**config.mk**
```make
export PLATFORM = sky130hd
export DESIGN_NAME = pwmdt_stage
export DESIGN_NICKNAME = d
export VERILOG_FILES = /design/src/rtl/pwmdt_pkg.sv /design/src/rtl/pwmdt_leg.sv /design/src/rtl/pwmdt_fault.sv /design/src/rtl/pwmdt_stage.sv
export SDC_FILE = /design/constraint.sdc
export NUM_CORES = 1
export LEC_CHECK = 0
export BUFFER_PORTS_ARGS = -buffer_cell sky130_fd_sc_hd__clkbuf_2
export CAP_MARGIN = 25
export CORE_ASPECT_RATIO = 0.75
export CORE_UTILIZATION = 40
export CTS_CLUSTER_SIZE = 10
export DETAILED_ROUTE_END_ITERATION = 10
export GPL_ROUTABILITY_DRIVEN = 0
export HOLD_SLACK_MARGIN = 0.02
export MAX_ROUTING_LAYER = met4
export SLEW_MARGIN = 0
export SYNTH_ARGS = -nofsm -noshare
export SYNTH_HDL_FRONTEND = slang
export SYNTH_HIERARCHICAL = 1
export SYNTH_SLANG_ARGS = --single-unit
```
**constraint.sdc**
```tcl
create_clock -name clk -period 1.6 [get_ports clk]
set_clock_uncertainty 0.1 [all_clocks]
set_input_delay 0.08 -clock clk [delete_from_list [all_inputs] [get_ports clk]]
set_output_delay 0.08 -clock clk [all_outputs]
set_load 0.005 [all_outputs]
```
**src/rtl/pwmdt_pkg.sv**
```systemverilog
package pwmdt_pkg;

    // Drive legs of the half bridge
    localparam int unsigned LEG_COUNT = 2;

    typedef enum logic {
        LEG_HI = 1'b0,
        LEG_LO = 1'b1
    } leg_e;

    typedef struct packed {
        logic hi;
        logic lo;
    } drv_pair_t;

    typedef struct packed {
        logic bypass_n;   // 1: dead-band complementary mode
        logic blank;      // fault active: force drives off, clear counters
    } stage_ctl_t;

    // Target level of a leg before shaping.
    function automatic logic leg_target(input logic dt_mode, input logic a,
                                        input logic b, input leg_e leg);
        logic t;
        if (leg == LEG_HI) t = a;
        else               t = dt_mode ? ~a : b;
        return t;
    endfunction

endpackage

```
**src/rtl/pwmdt_leg.sv**
```systemverilog
module pwmdt_leg #(
    parameter int unsigned DT_W = 8
) (
    input  logic            clk,
    input  logic            rst,
    input  logic            hold,
    input  logic            target,
    input  logic            shape_en,
    input  logic [DT_W-1:0] dt_cycles,
    output logic            drive
);
    localparam logic [DT_W-1:0] RUN_MAX = '1;

    // Length of the current high run of the target, saturating
    logic [DT_W-1:0] run_q;

    always_ff @(posedge clk) begin
        if (rst || hold || !target) begin
            run_q <= '0;
        end else if (run_q != RUN_MAX) begin
            run_q <= run_q + 1'b1;
        end
    end

    // Falling edge passes at once; rising edge waits until the run is long enough
    always_comb begin
        if (shape_en) drive = target && (run_q >= dt_cycles);
        else          drive = target;
    end

endmodule

```
**src/rtl/pwmdt_fault.sv**
```systemverilog
module pwmdt_fault (
    input  logic clk,
    input  logic rst,
    input  logic fault_in,
    input  logic fault_clr,
    output logic active,
    output logic latched
);
    logic flt_q;

    // Set has priority: a clear during a live fault is dropped
    always_ff @(posedge clk) begin
        if (rst) begin
            flt_q <= 1'b0;
        end else if (fault_in) begin
            flt_q <= 1'b1;
        end else if (fault_clr) begin
            flt_q <= 1'b0;
        end
    end

    assign active  = fault_in | flt_q;
    assign latched = flt_q;

endmodule

```
**src/rtl/pwmdt_stage.sv**
```systemverilog
module pwmdt_stage
    import pwmdt_pkg::*;
#(
    parameter int unsigned DT_W = 8
) (
    input  logic            clk,
    input  logic            rst,
    input  logic            ch_a,
    input  logic            ch_b,
    input  logic            dt_en,
    input  logic [DT_W-1:0] dt_cycles,
    input  logic            fault_in,
    input  logic            fault_clr,
    output logic            drv_hi,
    output logic            drv_lo,
    output logic            fault_latched
);
    stage_ctl_t            ctl;
    logic                  flt_active;
    logic [LEG_COUNT-1:0]  tgt;
    logic [LEG_COUNT-1:0]  shaped;
    drv_pair_t             drv;

    pwmdt_fault u_fault (
        .clk       (clk),
        .rst       (rst),
        .fault_in  (fault_in),
        .fault_clr (fault_clr),
        .active    (flt_active),
        .latched   (fault_latched)
    );

    assign ctl.bypass_n = dt_en;
    assign ctl.blank    = flt_active;

    for (genvar g = 0; g < LEG_COUNT; g++) begin : g_leg
        assign tgt[g] = leg_target(ctl.bypass_n, ch_a, ch_b, leg_e'(g));

        pwmdt_leg #(.DT_W(DT_W)) u_leg (
            .clk       (clk),
            .rst       (rst),
            .hold      (ctl.blank),
            .target    (tgt[g]),
            .shape_en  (ctl.bypass_n),
            .dt_cycles (dt_cycles),
            .drive     (shaped[g])
        );
    end

    always_comb begin
        drv.hi = shaped[LEG_HI] & ~ctl.blank;
        drv.lo = shaped[LEG_LO] & ~ctl.blank;
    end

    assign drv_hi = drv.hi;
    assign drv_lo = drv.lo;

endmodule

```
==> flow_summary.toml <==
[synth]
synth_top_family_by_area = "simple AND/OR/NAND/NOR gates"
syn_area_um2 = 1297
synth-simple-area-share_pct = 26.42
synth_compound_gate_area_share_pct = 20.15
synth_fa_ha_area_share_pct = 17.36
syn_nets = 186
postSynthCellCount = 153
synth.area.top_cells = "dfxtp_1, ha_1, inv_1"
avgSynthCellArea_um2 = 8.480
synth_top_area_share_pct = 26.23
yosysUniqueCellTypes = 30
yosys_warnings = 6
synth_xor_area_share_pct = 0
ys_ff_latch = 17
ys_seq_area_share_pct = 26.23
synth_top_area_cell = "dfxtp_1"
synthMuxAreaShare_pct = 2.314

[timing]
fin_crit_ns = 1.846
final.setup.worst_slack_ns = -0.2464
slew_headroom_pct = 74.75
fin_hold_ws_ns = 0.1383
rsz0062_at_grt = "yes"
period_share_pct = 115.4
worst_slew_pin_slew_ns = 0.3771
timing.setup.tns_ns = -0.5246
hold_violations = 0
max_freq_ghz = 0.5416
maxSlewViolCount = 0
finalSetupViolations = 3

[global_routing]
antenna_found_initial = 0
grt_pass1_wl_mm = 5.402
first_global_vias = 1206
use_met2_pct = 33.50
grt-ovfl-total = 0
grt_max_degree = 10
top_usage_layer = "met2"
grt_util_met3_pct = 6.250
track_usage_pct = 22.15
use_met1_pct = 29.28

[critical_path]
r2r-start = "u_fault/latched$_SDFFE_PP0P_"
worstSetupPathType = "flip-flop to output port"
critPathLaunchType = "flip-flop"
r2r_slack_ns = -0.04
crit_required_ns = 1.42
rr_worst_depth = 4
path_max_fanout = 2
reg2reg_to = "g_leg[1].u_leg/run_q[3]$_SDFFE_PP0P_"
cp-end-kind = "output port"
critPathArrivalTime_ns = 1.67

[die]
die_y_um = 51.33
start_util_pct = 42.96
placementRows = 17
dieArea_um2 = 3478
io_pins = 18
core_area_um2 = 3020
die_w_um = 67.77

[status]
outcome = "finished, violations left"
violations = "setup timing"

[power_and_ir_drop]
irDropWorstVdd_mv = 0.4410
p_leak_nw = 0.7901
p_per_area_nw_per_um2 = 516.9
finalPower_uw = 915.7

[finish]
diodes = 0
fin_nets = 225
drive_gt1_share_pct = 36.65
seq_area_um2 = 347.8
area_delta_synth_final_pct = 36.55
multi_input_area_um2 = 1023
fillers = 264

[clock_tree]
numCtsBuffers = 3
cts_tree = "yes"
htreeDepth = 1
cts.sinks = 17
clock_latency_ns = 0.26
clkTransAtPathRegs_ns = 0.07
clockRootBuffer = "clkbuf_8"
cts_buffer_depth = 2

[placed_design]
dpl.hpwl_mm = 2.570
io_buffers = 17

[routing]
drt-pass1-iter-count = 4
routed_wl_mm = 3.403
route.detailed.drc = 0
antenna_left = 0
wl_per_cell_um = 14.86
vias_per_cell = 5.681
vias = 1301
drtIter0Drc = 52

[min_path]
hold-path-endpoint = "g_leg[1].u_leg/run_q[6]$_SDFFE_PP0P_"
min_from = "rst"
worstHoldPathType = "primary input to flip-flop"
hold_depth = 3

[flow_run]
maxCapViolCount = 0
-- how the worst max path moves through the flow --
stage / startpoint / end / slack [ns] / cells past startpoint
global placement: g_leg[1].u_leg/run_q[0]$_SDFFE_PP0P_ / drv_lo / -0.22 / 7
detailed placement: g_leg[1].u_leg/run_q[0]$_SDFFE_PP0P_ / drv_lo / -0.22 / 7
global route: g_leg[0].u_leg/run_q[0]$_SDFFE_PP0P_ / drv_hi / -0.33 / 7
CTS: g_leg[0].u_leg/run_q[6]$_SDFFE_PP0P_ / drv_hi / -0.26 / 6
floorplan: g_leg[0].u_leg/run_q[0]$_SDFFE_PP0P_ / drv_hi / 0.009 / 6
finish: g_leg[0].u_leg/run_q[6]$_SDFFE_PP0P_ / drv_hi / -0.25 / 6
-- timing repair --
item	CTS	global route
hold buffers	2	0
pin swaps	10	0
setup buffers	2	0
endpoints found under the hold margin	1	0
endpoints found under the setup margin	2	4
cloned	0	0
resized for setup	27	0
-- critical path, cell delays in order (launching register included) --
cell and delay [ns]:
dfxtp_2 0.35, ha_4 0.20, and3_4 0.17, o41ai_4 0.30, o211ai_1 0.13, nor2b_1 0.14, clkbuf_2 0.12
-- logic make-up (layout without fill, tap and decap cells) --
| family | after synthesis | in the layout |
|---|---|---|
| compound gates | 37 | 37 |
| fa+ha+maj | 18 | 18 |
| buf+inv | 22 | 60 |
| flops | 17 | 17 |
| mux | 3 | 3 |
| simple gates | 56 | 56 |
-- sequential cells by signal, summed over array words and instances, names as in the netlist --
name and count:
g_leg.u_leg/run_q 16, u_fault/latched 1
-- area by class of cell --
class / count / area share, %
clock buffers: 4 / 2.542
inverters: 20 / 4.237
multi-input cells: 114 / 57.77
flip-flops and latches: 17 / 19.63
well taps: 38 / 2.684
repair buffers: 36 / 13.14
-- report_power, final --
part | leakage [nW] | internal [mW] | switching [mW]
sequential | 0.140 | 0.427 | 0.00264
combinational | 0.627 | 0.0804 | 0.0735
clock | 0.0228 | 0.177 | 0.155
-- placed cells by master (no fill, tap or decap), types with 3 or more instances in the layout --
master and n:
a21oi_1 8, a21oi_2 3, a31oi_1 4, and4_1 8, buf_4 17, clkbuf_2 17, clkbuf_8 3, dfxtp_1 11
dfxtp_2 6, ha_1 12, ha_4 6, inv_1 18, mux2i_1 3, nand2_1 10, nand2b_1 3, nand3_1 8
nor2_1 4, nor3_1 4, o211ai_1 4, o21ai_0 6
-- per-layer routing --
| layer | part of all wire [%] | vias to the layer above | wire length, um |
|---|---|---|---|
| li1 | - | 642 | - |
| met1 | 48 | 599 | 1631 |
| met2 | 43 | 56 | 1465 |
| met3 | 8.4 | 4 | 286 |
| met4 | 0.59 | 0 | 20 |
| met5 | 0 | - | 0 |
-- cell usage after synthesis, drive strengths merged --
| master | instances |
|---|---|
| or2 | 1 |
| o21a | 2 |
| and4 | 8 |
| o21bai | 2 |
| buf | 2 |
| nor2 | 4 |
| and2 | 2 |
| o41ai | 2 |
| and3 | 6 |
| dfxtp | 17 |
| a21oi | 11 |
| nand2 | 10 |
| inv | 20 |
| nand2b | 5 |
| ha | 18 |
| o311a | 2 |
| nand4 | 2 |
| a31oi | 4 |
| nand3 | 8 |
| a2111oi | 2 |
| mux2i | 3 |
| o21ai | 6 |
| nor3 | 6 |
| nor3b | 2 |
| a211oi | 2 |
| o211ai | 4 |
| nor2b | 2 |
-- stage by stage --
stage / cells / utilization (%) / area (um^2) / setup slack [ns]
2_1_floorplan: 153 / - / 1297 / 0.009107
3_5_place_dp: 221 / 50.33 / 1520 / -0.2217
3_3_place_gp: 221 / 50.33 / 1520 / -0.2182
5_1_grt: 229 / 58.66 / 1772 / -0.3338
4_1_cts: 229 / 58.66 / 1772 / -0.2608
6_report: 229 / 58.66 / 1772 / -0.2464
Power figures use the tool's default switching activity.
